$ cat config.mk
export PLATFORM = sky130hd
export DESIGN_NAME = colpair_sum_unit
export DESIGN_NICKNAME = d
export VERILOG_FILES = /design/src/rtl/colpair_pkg.sv /design/src/rtl/colpair_col_adder.sv /design/src/rtl/colpair_prime_ctrl.sv /design/src/rtl/colpair_window_acc.sv /design/src/rtl/colpair_sum_unit.sv
export SDC_FILE = /design/constraint.sdc
export NUM_CORES = 1
export LEC_CHECK = 0
export ABC_AREA = 1
export CORE_MARGIN = 2
export CORE_UTILIZATION = 55
export CTS_BUF_LIST = sky130_fd_sc_hd__clkbuf_4
export CTS_CLUSTER_DIAMETER = 80
export CTS_CLUSTER_SIZE = 12
export DETAILED_ROUTE_END_ITERATION = 8
export PLACE_DENSITY = 0.82
export SYNTH_ARGS = -nofsm -noshare
export SYNTH_HDL_FRONTEND = slang
export SYNTH_SLANG_ARGS = --single-unit
$ cat constraint.sdc
create_clock -name clk_i -period 4.5 [get_ports clk_i]
set_input_delay 1.35 -clock clk_i [delete_from_list [all_inputs] [get_ports clk_i]]
set_output_delay 1.35 -clock clk_i [all_outputs]
set_load 0.005 [all_outputs]
$ cat src/rtl/colpair_pkg.sv
`timescale 1ns/1ps
package colpair_pkg;
  typedef struct packed {
    logic take;   // beat accepted this cycle
    logic prime;  // beat only loads the left-column register
  } beat_t;
endpackage

$ cat src/rtl/colpair_col_adder.sv
`timescale 1ns/1ps
module colpair_col_adder #(
  parameter int PIX_W = 8,
  parameter int ROWS  = 3,
  localparam int CS_W = PIX_W + $clog2(ROWS)
) (
  input  logic [ROWS*PIX_W-1:0] col_i,
  output logic [CS_W-1:0]       sum_o
);
  logic [CS_W-1:0] part [ROWS+1];
  assign part[0] = '0;
  for (genvar g = 0; g < ROWS; g++) begin : g_row
    assign part[g+1] = part[g] + CS_W'(col_i[g*PIX_W +: PIX_W]);
  end
  assign sum_o = part[ROWS];
endmodule

$ cat src/rtl/colpair_prime_ctrl.sv
`timescale 1ns/1ps
module colpair_prime_ctrl
  import colpair_pkg::*;
#(
  parameter int COL_W = 12
) (
  input  logic             clk_i,
  input  logic             rst_ni,
  input  logic             col_valid_i,
  input  logic             row_start_i,
  input  logic [COL_W-1:0] row_len_i,
  output beat_t            beat_o
);
  logic [COL_W-1:0] pos_q, pos_nxt;
  logic             first;

  // position 0 means the next beat opens a row
  assign first   = row_start_i || (pos_q == '0);
  assign pos_nxt = first ? COL_W'(1) : pos_q + COL_W'(1);

  assign beat_o.take  = col_valid_i;
  assign beat_o.prime = col_valid_i && first;

  always_ff @(posedge clk_i or negedge rst_ni) begin
    if (!rst_ni) begin
      pos_q <= '0;
    end else if (col_valid_i) begin
      if (row_len_i == '0)          pos_q <= COL_W'(1);
      else if (pos_nxt == row_len_i) pos_q <= '0;
      else                          pos_q <= pos_nxt;
    end
  end
endmodule

$ cat src/rtl/colpair_window_acc.sv
`timescale 1ns/1ps
module colpair_window_acc
  import colpair_pkg::*;
#(
  parameter int CS_W = 10,
  localparam int SUM_W = CS_W + 1
) (
  input  logic             clk_i,
  input  logic             rst_ni,
  input  beat_t            beat_i,
  input  logic [CS_W-1:0]  col_sum_i,
  output logic [SUM_W-1:0] sum_o,
  output logic             sum_valid_o
);
  logic [CS_W-1:0]  left_q;
  logic [SUM_W-1:0] sum_q;
  logic             vld_q;

  always_ff @(posedge clk_i or negedge rst_ni) begin
    if (!rst_ni) begin
      left_q <= '0;
      sum_q  <= '0;
      vld_q  <= 1'b0;
    end else begin
      vld_q <= beat_i.take && !beat_i.prime;
      if (beat_i.take) begin
        left_q <= col_sum_i;
        sum_q  <= SUM_W'(left_q) + SUM_W'(col_sum_i);
      end
    end
  end

  assign sum_o       = sum_q;
  assign sum_valid_o = vld_q;
endmodule

$ cat src/rtl/colpair_sum_unit.sv
`timescale 1ns/1ps
module colpair_sum_unit
  import colpair_pkg::*;
#(
  parameter int PIX_W = 8,
  parameter int ROWS  = 3,
  parameter int COL_W = 12,
  localparam int CS_W  = PIX_W + $clog2(ROWS),
  localparam int SUM_W = CS_W + 1
) (
  input  logic                  clk_i,
  input  logic                  rst_ni,
  input  logic                  col_valid_i,
  input  logic                  row_start_i,
  input  logic [COL_W-1:0]      row_len_i,
  input  logic [ROWS*PIX_W-1:0] col_pix_i,
  output logic [SUM_W-1:0]      sum_o,
  output logic                  sum_valid_o
);
  logic [CS_W-1:0] col_sum;
  beat_t           beat;

  colpair_col_adder #(.PIX_W(PIX_W), .ROWS(ROWS)) u_adder (
    .col_i (col_pix_i),
    .sum_o (col_sum)
  );

  colpair_prime_ctrl #(.COL_W(COL_W)) u_ctrl (
    .clk_i       (clk_i),
    .rst_ni      (rst_ni),
    .col_valid_i (col_valid_i),
    .row_start_i (row_start_i),
    .row_len_i   (row_len_i),
    .beat_o      (beat)
  );

  colpair_window_acc #(.CS_W(CS_W)) u_acc (
    .clk_i       (clk_i),
    .rst_ni      (rst_ni),
    .beat_i      (beat),
    .col_sum_i   (col_sum),
    .sum_o       (sum_o),
    .sum_valid_o (sum_valid_o)
  );
endmodule

After elaboration in Yosys (flattened, before gate mapping)
Cells that the tools add are included.
{ "op_classes": {"n_addsub": 4, "eq_ne": 1, "muxes": 3, "reduce_logical": 6} }
{ "op_table": {"columns": ["cell", "count"], "rows": [
  ["two-way mux 12 bit", 3],
  ["logical NOT 12 bit", 2],
  ["adder 12 x 1 -> 12 bit, second input constant", 1],
  ["== test 12 bit", 1],
  ["adder 10 x 10 -> 11 bit", 1],
  ["adder 10 x 8 -> 10 bit", 1],
  ["adder 8 x 8 -> 9 bit", 1],
  ["logical AND 1 bit", 2],
  ["logical NOT 1 bit", 1],
  ["logical OR 1 bit", 1]
]} }
{ "totals": {"regBits": 34, "inputBits": 40, "output_inout_bits": 12, "wordCells": 18} }

Depth between registers and ports, before layout
Gate-level depths: netlist of the first run.
{ "depth": {"ltp_word": 6, "mapped_depth": 22, "mapped_depth_nobuf": 22} }

Cells and area by module
A second synthesis of the first run with hierarchy kept.
{ "unflattened": {"hier_cells": 444, "hier_area_um2": 3062.9} }
{ "modules_own_cells": {"columns": ["mod", "instances", "cells_each", "area_per_inst_um2"], "rows": [
  ["colpair_window_acc", 1, 165, 1277.5],
  ["colpair_prime_ctrl", 1, 206, 1227.4],
  ["colpair_col_adder", 1, 73, 558.0]
]} }

Worst setup path after synthesis of the first run
Ideal clock, no wire load.
{ "synth_timing": {"path_kind": "input to register", "start": "input col_pix_i[0]", "end": "register u_acc.sum_q[10] (netlist: u_acc.sum_o[10])", "setup_time_ns": 0.077, "arrival_ns": 4.204, "required_time_ns": 4.423, "path_slack_ns": 0.218, "stages": 21, "path_buffers": 0, "cell_sequence": "ha_1 -> inv_1 -> fa_1 -> o21ai_0 -> nand2_1 -> nand2_1 -> nand2_1 -> nand2_1 -> xor2_1 -> ha_1 -> a21oi_1 -> o21ai_0 -> xor2_1 -> inv_1 -> ha_1 -> nand2_1 -> o21ai_0 -> nand2_1 -> nand2_1 -> nand2_1 -> a21oi_1"} }
{ "synth_between": {"elab_chain_cells": 3} }
{ "synth_lines": {"columns": ["element", "line", "rtl"], "rows": [
  ["from (decl)", "colpair_sum_unit.sv:16", "input logic [ROWS*PIX_W-1:0] col_pix_i,"],
  ["adder 8 x 8 -> 9 bit", "colpair_col_adder.sv:13", "assign part[g+1] = part[g] + CS_W'(col_i[g*PIX_W +: PIX_W]);"],
  ["adder 10 x 8 -> 10 bit", "colpair_col_adder.sv:13", null],
  ["net col_sum[7]", "colpair_sum_unit.sv:20", "logic [CS_W-1:0] col_sum;"],
  ["adder 10 x 10 -> 11 bit", "colpair_window_acc.sv:28", "sum_q <= SUM_W'(left_q) + SUM_W'(col_sum_i);"],
  ["to (signal assigned)", "colpair_window_acc.sv:28", null],
  ["to (decl)", "colpair_window_acc.sv:16", "logic [SUM_W-1:0] sum_q;"]
]} }
The timed path passes the listed nets, and every way through them passes these cells.
A chain may end at the register's enable or synchronous reset.

Worst setup path after layout of the first run
{ "layout_timing": {"start": "input col_pix_i[2]", "end": "register u_acc.sum_q[9] (netlist: u_acc.sum_o[9])"} }
Same word-level chain as after synthesis.

==> results.txt, run 1 <==
----------------------------------------------------
[Logic synthesis]
  Yosys warns ... 0
  Post-synthesis sequential area ratio ... 0.2718
  Post-Synthesis Cell Area ... 3131 um^2
  Post-synthesis register bit count ... 34
  Fraction of synthesized cell area taken by the top area cell type ... 0.2718
  Syn Inst Count ... 437
  Synth area leaders ... sky130_fd_sc_hd__dfrtp_1, sky130_fd_sc_hd__nand2_1, sky130_fd_sc_hd__ha_1, sky130_fd_sc_hd__inv_1, sky130_fd_sc_hd__nand3_1
  Commonest cells in the netlist ... sky130_fd_sc_hd__nand2_1, sky130_fd_sc_hd__inv_1, sky130_fd_sc_hd__dfrtp_1, sky130_fd_sc_hd__nand3_1
  Number of flops mapped to enable cells by yosys ... 0
  Post-Synthesis Net Count ... 511
  Most frequently used cell type in the post-synthesis netlist ... sky130_fd_sc_hd__nand2_1
  Share of synthesized flip-flops with an asynchronous set or reset ... 1.000
  Most instantiated flip-flop cell in the synthesis netlist ... sky130_fd_sc_hd__dfrtp_1
  Cell type with the highest aggregate area in the netlist ... sky130_fd_sc_hd__dfrtp_1
  Count of unique library cells instantiated by Yosys ... 37
  Mean instance size in the synthesized netlist ... 7.164 um^2

[Placement]
  Placed wire-length estimate after detailed placement ... 5505 um
  Setup WS pre-CTS ... -0.5986 ns
  GPL Wtd Cong ... 0.8405
  Port buffer count ... 51

[Pwr]
  Cell leakage power ... 2.043 nW
  Worst vdd ir ... 0.0001996 V
  Final Power ... 0.001723 W
  PD cells ... 418.6 nW/um^2

[Floorplanning]
  Full die area ... 6312 um^2
  Height of the die ... 79.45 um
  Core area ... 5507 um^2
  Number of top-level design ports ... 52
  Site row count ... 27
  Starting density of the core ... 0.5685
  Die outline width ... 79.45 um

[STA]
  Worst Hold Margin ... 0.4885 ns
  Minimum clock period after layout ... 4.397 ns
  Number of endpoints failing setup at the final stage ... 0
  Worst setup slack after layout ... 0.1032 ns
  FMAX ... 0.2274 GHz
  Post-route clock skew ... 0.01124 ns
  Final cycle utilization of the critical path ... 0.9771
  Rel. slew slack ... 0.4127
  Final hold violation count ... 0
  Count of final max-slew check failures ... 0
  Transition at the pin with the smallest max-transition slack ... 0.8800 ns

[Critical path]
  WS Path Type ... primary input to flop
  Most numerous cell on the critical path ... sky130_fd_sc_hd__nand2_1
  Endpoint of the most critical register-to-register path ... u_ctrl.pos_q[7]
  Required time of the worst setup path ... 4.74 ns
  Nature of the critical path endpoint ... flop
  Beginning of the worst register-to-register path ... u_ctrl.pos_q[0]
  R2R cell count ... 14
  Critical path data arrival time ... 4.63 ns
  Critical path launch point type ... primary input
  Startpoint of the most critical setup path ... col_pix_i[2]
  Delay contributed by the slowest stage of the critical path ... 0.51 ns
  Cell type of the slowest stage on the worst timing path ... sky130_fd_sc_hd__clkdlybuf4s50_1
  Stages on worst setup path ... 22
  Largest fanout on the critical path ... 4
  Register-to-register setup slack ... 2.15 ns
  Cell family contributing the most delay on the critical path ... simple AND/OR/NAND/NOR gates
  Crit path buffers/inverters ... 2
  Sequence of cells on the critical path ... clkdlybuf4s50_1 > ha_4 > a21oi_2 > nand2_1 > xnor2_1 > inv_1 > ha_4 > nand3_2 > nand3_2 > a21o_1 > a21oi_2 > xnor2_2 > ha_1 > nand2_1 > o21ai_2 > nand2_1 > nand2_1 > nand2_1 > nand2_1 > nand2_1 > nand3_1 > nand2_1
  CP endpoint ... u_acc.sum_o[9]

[Run status]
  Run status ... finished, final reports clean

[Cells and area]
  Antenna Cells ... 0
  Post-synthesis to final-layout area growth ... 31.49%
  Post-Route Utilization ... 0.7476
  Register Area ... 850.8 um^2
  Fraction of layout instances using a drive strength above 1 ... 0.2144
  Net count of the finished layout ... 586
  Combined area of the multi-input logic cells ... 2203 um^2
  Number of fill cells ... 413

[Clock network]
  Clock-pin slew of the registers on the worst-case setup and hold paths ... 0.10 ns
  TritonCTS buffer count ... 5
  Clock root buffer ... sky130_fd_sc_hd__clkbuf_4
  Worst skew pair latency ... 0.35 ns
  H-tree levels ... 2
  TritonCTS sink count ... 34
  TritonCTS clock tree ... done
  # hold bufs at CTS ... 0
  Buffer depth of the longest clock path ... 2

[Route]
  DRC errors left ... 0
  Count of vias placed by the detailed router ... 3068
  Routed Wire Length ... 7799 um
  Detailed Routing Iterations Pass 1 ... 4
  Routed len/inst ... 13.33 um
  Drt initial violations ... 138
  Via density per instance ... 5.244
  Remaining number of nets flagged by the antenna check after routing ... 0

[GRT]
  Vias in the first global route ... 2874
  Initial antenna violation count ... 0
  Routing layer with the top usage in global route ... met2
  Leftover overflow at the end of global routing ... 0
  Met1 capacity usage during global routing ... 0.2457
  Maximum number of pins on one net before global-route repair ... 35
  Met2 global-route usage ... 0.4538
  Global Route Usage Sum ... 0.2276
  First-pass GRT wire length ... 11660 um
  Met3 usage in global routing ... 0.02376

[Worst hold path]
  Worst min-delay path category ... flop to flop

[Run]
  Maximum Capacitance Violations ... 0

----------------------------------------------------
[how the worst min path moves through the flow]
stage / endpoint / slack (ns) / start / depth (start not counted)
after global routing: u_acc.left_q[9] / 0.52 / u_acc.left_q[9] / 2
after CTS: u_acc.sum_o[1] / 0.49 / u_acc.sum_o[1] / 2
after global placement: u_acc.sum_o[0] / 0.45 / u_acc.sum_o[0] / 2
final: u_acc.sum_o[1] / 0.49 / u_acc.sum_o[1] / 2
after detailed placement: u_acc.sum_o[1] / 0.46 / u_acc.sum_o[1] / 2
after floorplan: u_acc.left_q[0] / 0.45 / u_acc.left_q[0] / 2
[metrics by stage]
stage          cells  TNS, ns  cell area (um^2)
2_1_floorplan    437        0              3131
3_3_place_gp     574   -2.028              3839
3_5_place_dp     574   -2.989              3839
4_1_cts          582  -0.1512              3895
5_1_grt          585  -0.3360              4116
6_report         585        0              4116
[power breakdown]
group | internal (W) | switching [W] | total [W]
logic | 0.000571 | 0.000538 | 0.00111
clock network | 0.0000557 | 0.000107 | 0.000163
registers | 0.000386 | 0.0000646 | 0.000451
total | 0.00101 | 0.000710 | 0.00172
[registers in the layout, indices dropped and copies added (netlist names)]
register / cells
u_acc.left_q: 10
u_acc.sum_valid_o: 1
u_acc.sum_o: 11
u_ctrl.pos_q: 12
[kinds of logic (layout without fill, tap and decap cells)]
| group | after synthesis | count (layout) | synth area share |
|---|---|---|---|
| AO/OA/AOI/OAI | 49 | 49 | 0.09473 |
| AND/OR/NAND/NOR | 239 | 239 | 0.3509 |
| flip-flops | 34 | 34 | 0.2718 |
| buffers and inverters | 63 | 139 | 0.08673 |
| adder cells (fa/ha/maj) | 34 | 34 | 0.1431 |
| XOR/XNOR | 18 | 18 | 0.05276 |
[area by class of cell]
cell class	instances	share of cell area
Multi-Input combinational cell	340	0.5353
Timing Repair Buffer	78	0.1760
Clock buffer	5	0.009119
Clock inverter	3	0.002736
Inverter	53	0.04833
Tap cell	72	0.02188
Sequential cell	34	0.2067
[layer usage]
layer  routed length (um)  share of wire
met5                    0              0
met4                  143          0.018
met3                  269          0.034
met2                 4302           0.55
met1                 3083           0.40
[worst min-delay path, cell delays in order (launching register included)]
cell and delay [ns]:
sky130_fd_sc_hd__dfrtp_1 0.36, sky130_fd_sc_hd__nand2_1 0.05, sky130_fd_sc_hd__nand2_1 0.04
[repair_timing]
| item | in CTS | in global routing |
|---|---|---|
| resized for setup | 5 | 42 |
| setup endpoints to repair | 5 | 6 |
| setup buffers | 0 | 3 |
| pin swaps | 1 | 26 |
| hold endpoints to repair | 0 | 0 |
[layout by cell type, fill, tap and decap left out, types with 8 or more instances in the layout]
cell type                           n
sky130_fd_sc_hd__a21oi_2            8
sky130_fd_sc_hd__o21ai_2           12
sky130_fd_sc_hd__nand3_1           30
sky130_fd_sc_hd__inv_1             48
sky130_fd_sc_hd__buf_4             26
sky130_fd_sc_hd__nor2_1            31
sky130_fd_sc_hd__o21ai_0            9
sky130_fd_sc_hd__nand2_2           18
sky130_fd_sc_hd__nand2_1          127
sky130_fd_sc_hd__dfrtp_1           34
sky130_fd_sc_hd__nor2_2             8
sky130_fd_sc_hd__clkdlybuf4s50_1   48
sky130_fd_sc_hd__ha_1              23
sky130_fd_sc_hd__a21oi_1           10
Power figures use the tool's default switching activity.
==> run 2, diff against run 1 <==
Settings changed: HOLD_SLACK_MARGIN set to 0.05.
==> results of run 2 <==
Same layout as run 1: the final DEF is identical, and so are final timing and power.
==> run 3, diff against run 2 <==
Settings changed: CORE_UTILIZATION 55 to 52, PLACE_DENSITY 0.82 to 0.78, SLEW_MARGIN set to 20.
==> results.txt, run 3 (synthesized netlist as in run 1, its figures left out) <==
----------------------------------------------------
[GRT]
  Met2 global-route usage ... 0.4098
  Leftover overflow at the end of global routing ... 0
  Routing layer with the top usage in global route ... met2
  Met1 capacity usage during global routing ... 0.2315
  First-pass GRT wire length ... 11060 um
  Met3 usage in global routing ... 0.02088
  Vias in the first global route ... 2735
  Maximum number of pins on one net before global-route repair ... 35
  Initial antenna violation count ... 0
  Global Route Usage Sum ... 0.2099

[Route]
  Count of vias placed by the detailed router ... 2960
  Drt initial violations ... 61
  DRC errors left ... 0
  Via density per instance ... 5.034
  Routed Wire Length ... 7121 um
  Detailed Routing Iterations Pass 1 ... 4
  Routed len/inst ... 12.11 um
  Remaining number of nets flagged by the antenna check after routing ... 0

[Critical path]
  Largest fanout on the critical path ... 4
  Critical path data arrival time ... 4.63 ns
  WS Path Type ... primary input to flop
  Required time of the worst setup path ... 4.74 ns
  Nature of the critical path endpoint ... flop
  Critical path launch point type ... primary input

[Cells and area]
  Final cell count without fillers ... 588
  Max reg flops ... 12
  Antenna Cells ... 0
  Commonest cells after routing, fill and taps aside ... sky130_fd_sc_hd__nand2_1, sky130_fd_sc_hd__clkdlybuf4s50_1, sky130_fd_sc_hd__inv_1
  Number of fill cells ... 483
  Register bank with the most flops ... u_ctrl.pos_q
  Post-synthesis to final-layout area growth ... 30.06%
  Net count of the finished layout ... 586
  Most common cell after layout, fill and taps aside ... sky130_fd_sc_hd__nand2_1
  Post-layout instance area ... 4071 um^2
  Fraction of layout instances using a drive strength above 1 ... 0.2144

[STA]
  Transition at the pin with the smallest max-transition slack ... 0.8746 ns
  Final cycle utilization of the critical path ... 0.9755
  Final hold violation count ... 0
  Count of final max-slew check failures ... 0
  Post-route clock skew ... 0.008480 ns
  FMAX ... 0.2278 GHz
  Number of endpoints failing setup at the final stage ... 0
  Rel. slew slack ... 0.4163
  Minimum clock period after layout ... 4.390 ns
  Worst Hold Margin ... 0.4881 ns

[Clock network]
  # hold bufs at CTS ... 0
  Clock-pin slew of the registers on the worst-case setup and hold paths ... 0.10 ns
  Clock root buffer ... sky130_fd_sc_hd__clkbuf_4
  TritonCTS sink count ... 34
  TritonCTS buffer count ... 5
  TritonCTS clock tree ... done
  Worst skew pair latency ... 0.34 ns
  Buffer depth of the longest clock path ... 2
  H-tree levels ... 2

[Run status]
  Run status ... finished, final reports clean

[Placement]
  Post-DP Area ... 3835 um^2
  GPL Wtd Cong ... 0.8286
  Cell Count Post-Placement ... 576
  Placed wire-length estimate after detailed placement ... 5281 um
  Port buffer count ... 51

[Worst hold path]
  Worst min-delay path category ... flop to flop

[Floorplanning]
  Height of the die ... 81.59 um
  Die outline width ... 81.59 um
  Core area ... 5886 um^2
  Number of top-level design ports ... 52
  Starting density of the core ... 0.5319
  Full die area ... 6657 um^2
  Site row count ... 28

[Pwr]
  PD cells ... 409.4 nW/um^2
  Worst vdd ir ... 0.0001939 V
  Cell leakage power ... 2.049 nW

[Run]
  Maximum Capacitance Violations ... 0

----------------------------------------------------
## run 3: cell count changes in the layout (fill, tap and decap cells not counted), sizes merged
cell	change
clkbuf	+1
clkinv	-1
## run 3: path summary, 6_finish.rpt
kind	slack, ns	depth (start not counted)	startpoint	to
min	0.49	2	u_acc.sum_o[9]	u_acc.sum_o[9]
min in group asynchronous	1.41	2	rst_ni	u_acc.sum_o[0]
max in group asynchronous	2.78	2	rst_ni	u_ctrl.pos_q[11]
min reg2reg	0.49	2	u_acc.sum_o[9]	u_acc.sum_o[9]
max	0.11	22	col_pix_i[9]	u_acc.sum_o[9]
max reg2reg	2.18	14	u_ctrl.pos_q[0]	u_ctrl.pos_q[7]
## run 3: layer usage
| metal | vias up | part of all wire |
|---|---|---|
| met5 | - | 0 |
| met4 | 0 | 0.023 |
| met3 | 14 | 0.026 |
| met2 | 62 | 0.53 |
| met1 | 1340 | 0.42 |
| li1 | 1544 | - |
## run 3: critical path: stages
cell	delay (ns)
sky130_fd_sc_hd__clkdlybuf4s50_1	0.49
sky130_fd_sc_hd__inv_1	0.06
sky130_fd_sc_hd__fa_2	0.38
sky130_fd_sc_hd__xnor2_2	0.15
sky130_fd_sc_hd__ha_1	0.35
sky130_fd_sc_hd__a21oi_2	0.14
sky130_fd_sc_hd__nand2_1	0.08
sky130_fd_sc_hd__nand2_1	0.08
sky130_fd_sc_hd__nand2_1	0.08
sky130_fd_sc_hd__a21oi_2	0.22
sky130_fd_sc_hd__buf_4	0.16
sky130_fd_sc_hd__xnor2_2	0.08
sky130_fd_sc_hd__ha_1	0.35
sky130_fd_sc_hd__nand2_1	0.09
sky130_fd_sc_hd__o21ai_2	0.15
sky130_fd_sc_hd__nand2_1	0.07
sky130_fd_sc_hd__nand2_1	0.06
sky130_fd_sc_hd__nand2_1	0.06
sky130_fd_sc_hd__nand2_1	0.07
sky130_fd_sc_hd__nand2_1	0.05
sky130_fd_sc_hd__nand3_1	0.06
sky130_fd_sc_hd__nand2_1	0.05
## run 3: power by group
| part | internal (W) | leakage (nW) | switching [W] | total, W |
|---|---|---|---|---|
| sequential | 0.000386 | 0.431 | 0.0000596 | 0.000446 |
| clock | 0.0000646 | 0.0331 | 0.000101 | 0.000166 |
| combinational | 0.000552 | 1.58 | 0.000503 | 0.00105 |
## run 3: metrics by stage
stage	setup TNS [ns]	setup WS, ns	total power [W]	utilization
floorplan	0	0.2185	0.0009652	-
global route	-0.1414	-0.08892	0.001807	0.6918
finish	0	0.1105	0.001667	0.6918
CTS	0	0.001664	0.001525	0.6624
global placement	-2.062	-0.4171	0.001305	0.6516
detailed placement	-2.675	-0.5048	0.001344	0.6516
## run 3: repair_timing
item / in CTS / in global routing
endpoints found under the hold margin: 0 / 0
resized for setup: 6 / 34
setup endpoints to repair: 5 / 6
pin swaps: 0 / 29
setup buffers: 0 / 4
## run 3: cell type report
class / instances / area [um^2] / area share
inverters: 53 / 198.9 / 0.04886
multi-input cells: 340 / 2153 / 0.5289
clock inverters: 2 / 8.758 / 0.002151
repair buffers: 78 / 720.7 / 0.1770
flip-flops and latches: 34 / 850.8 / 0.2090
well taps: 75 / 93.84 / 0.02305
clock buffers: 6 / 45.04 / 0.01106
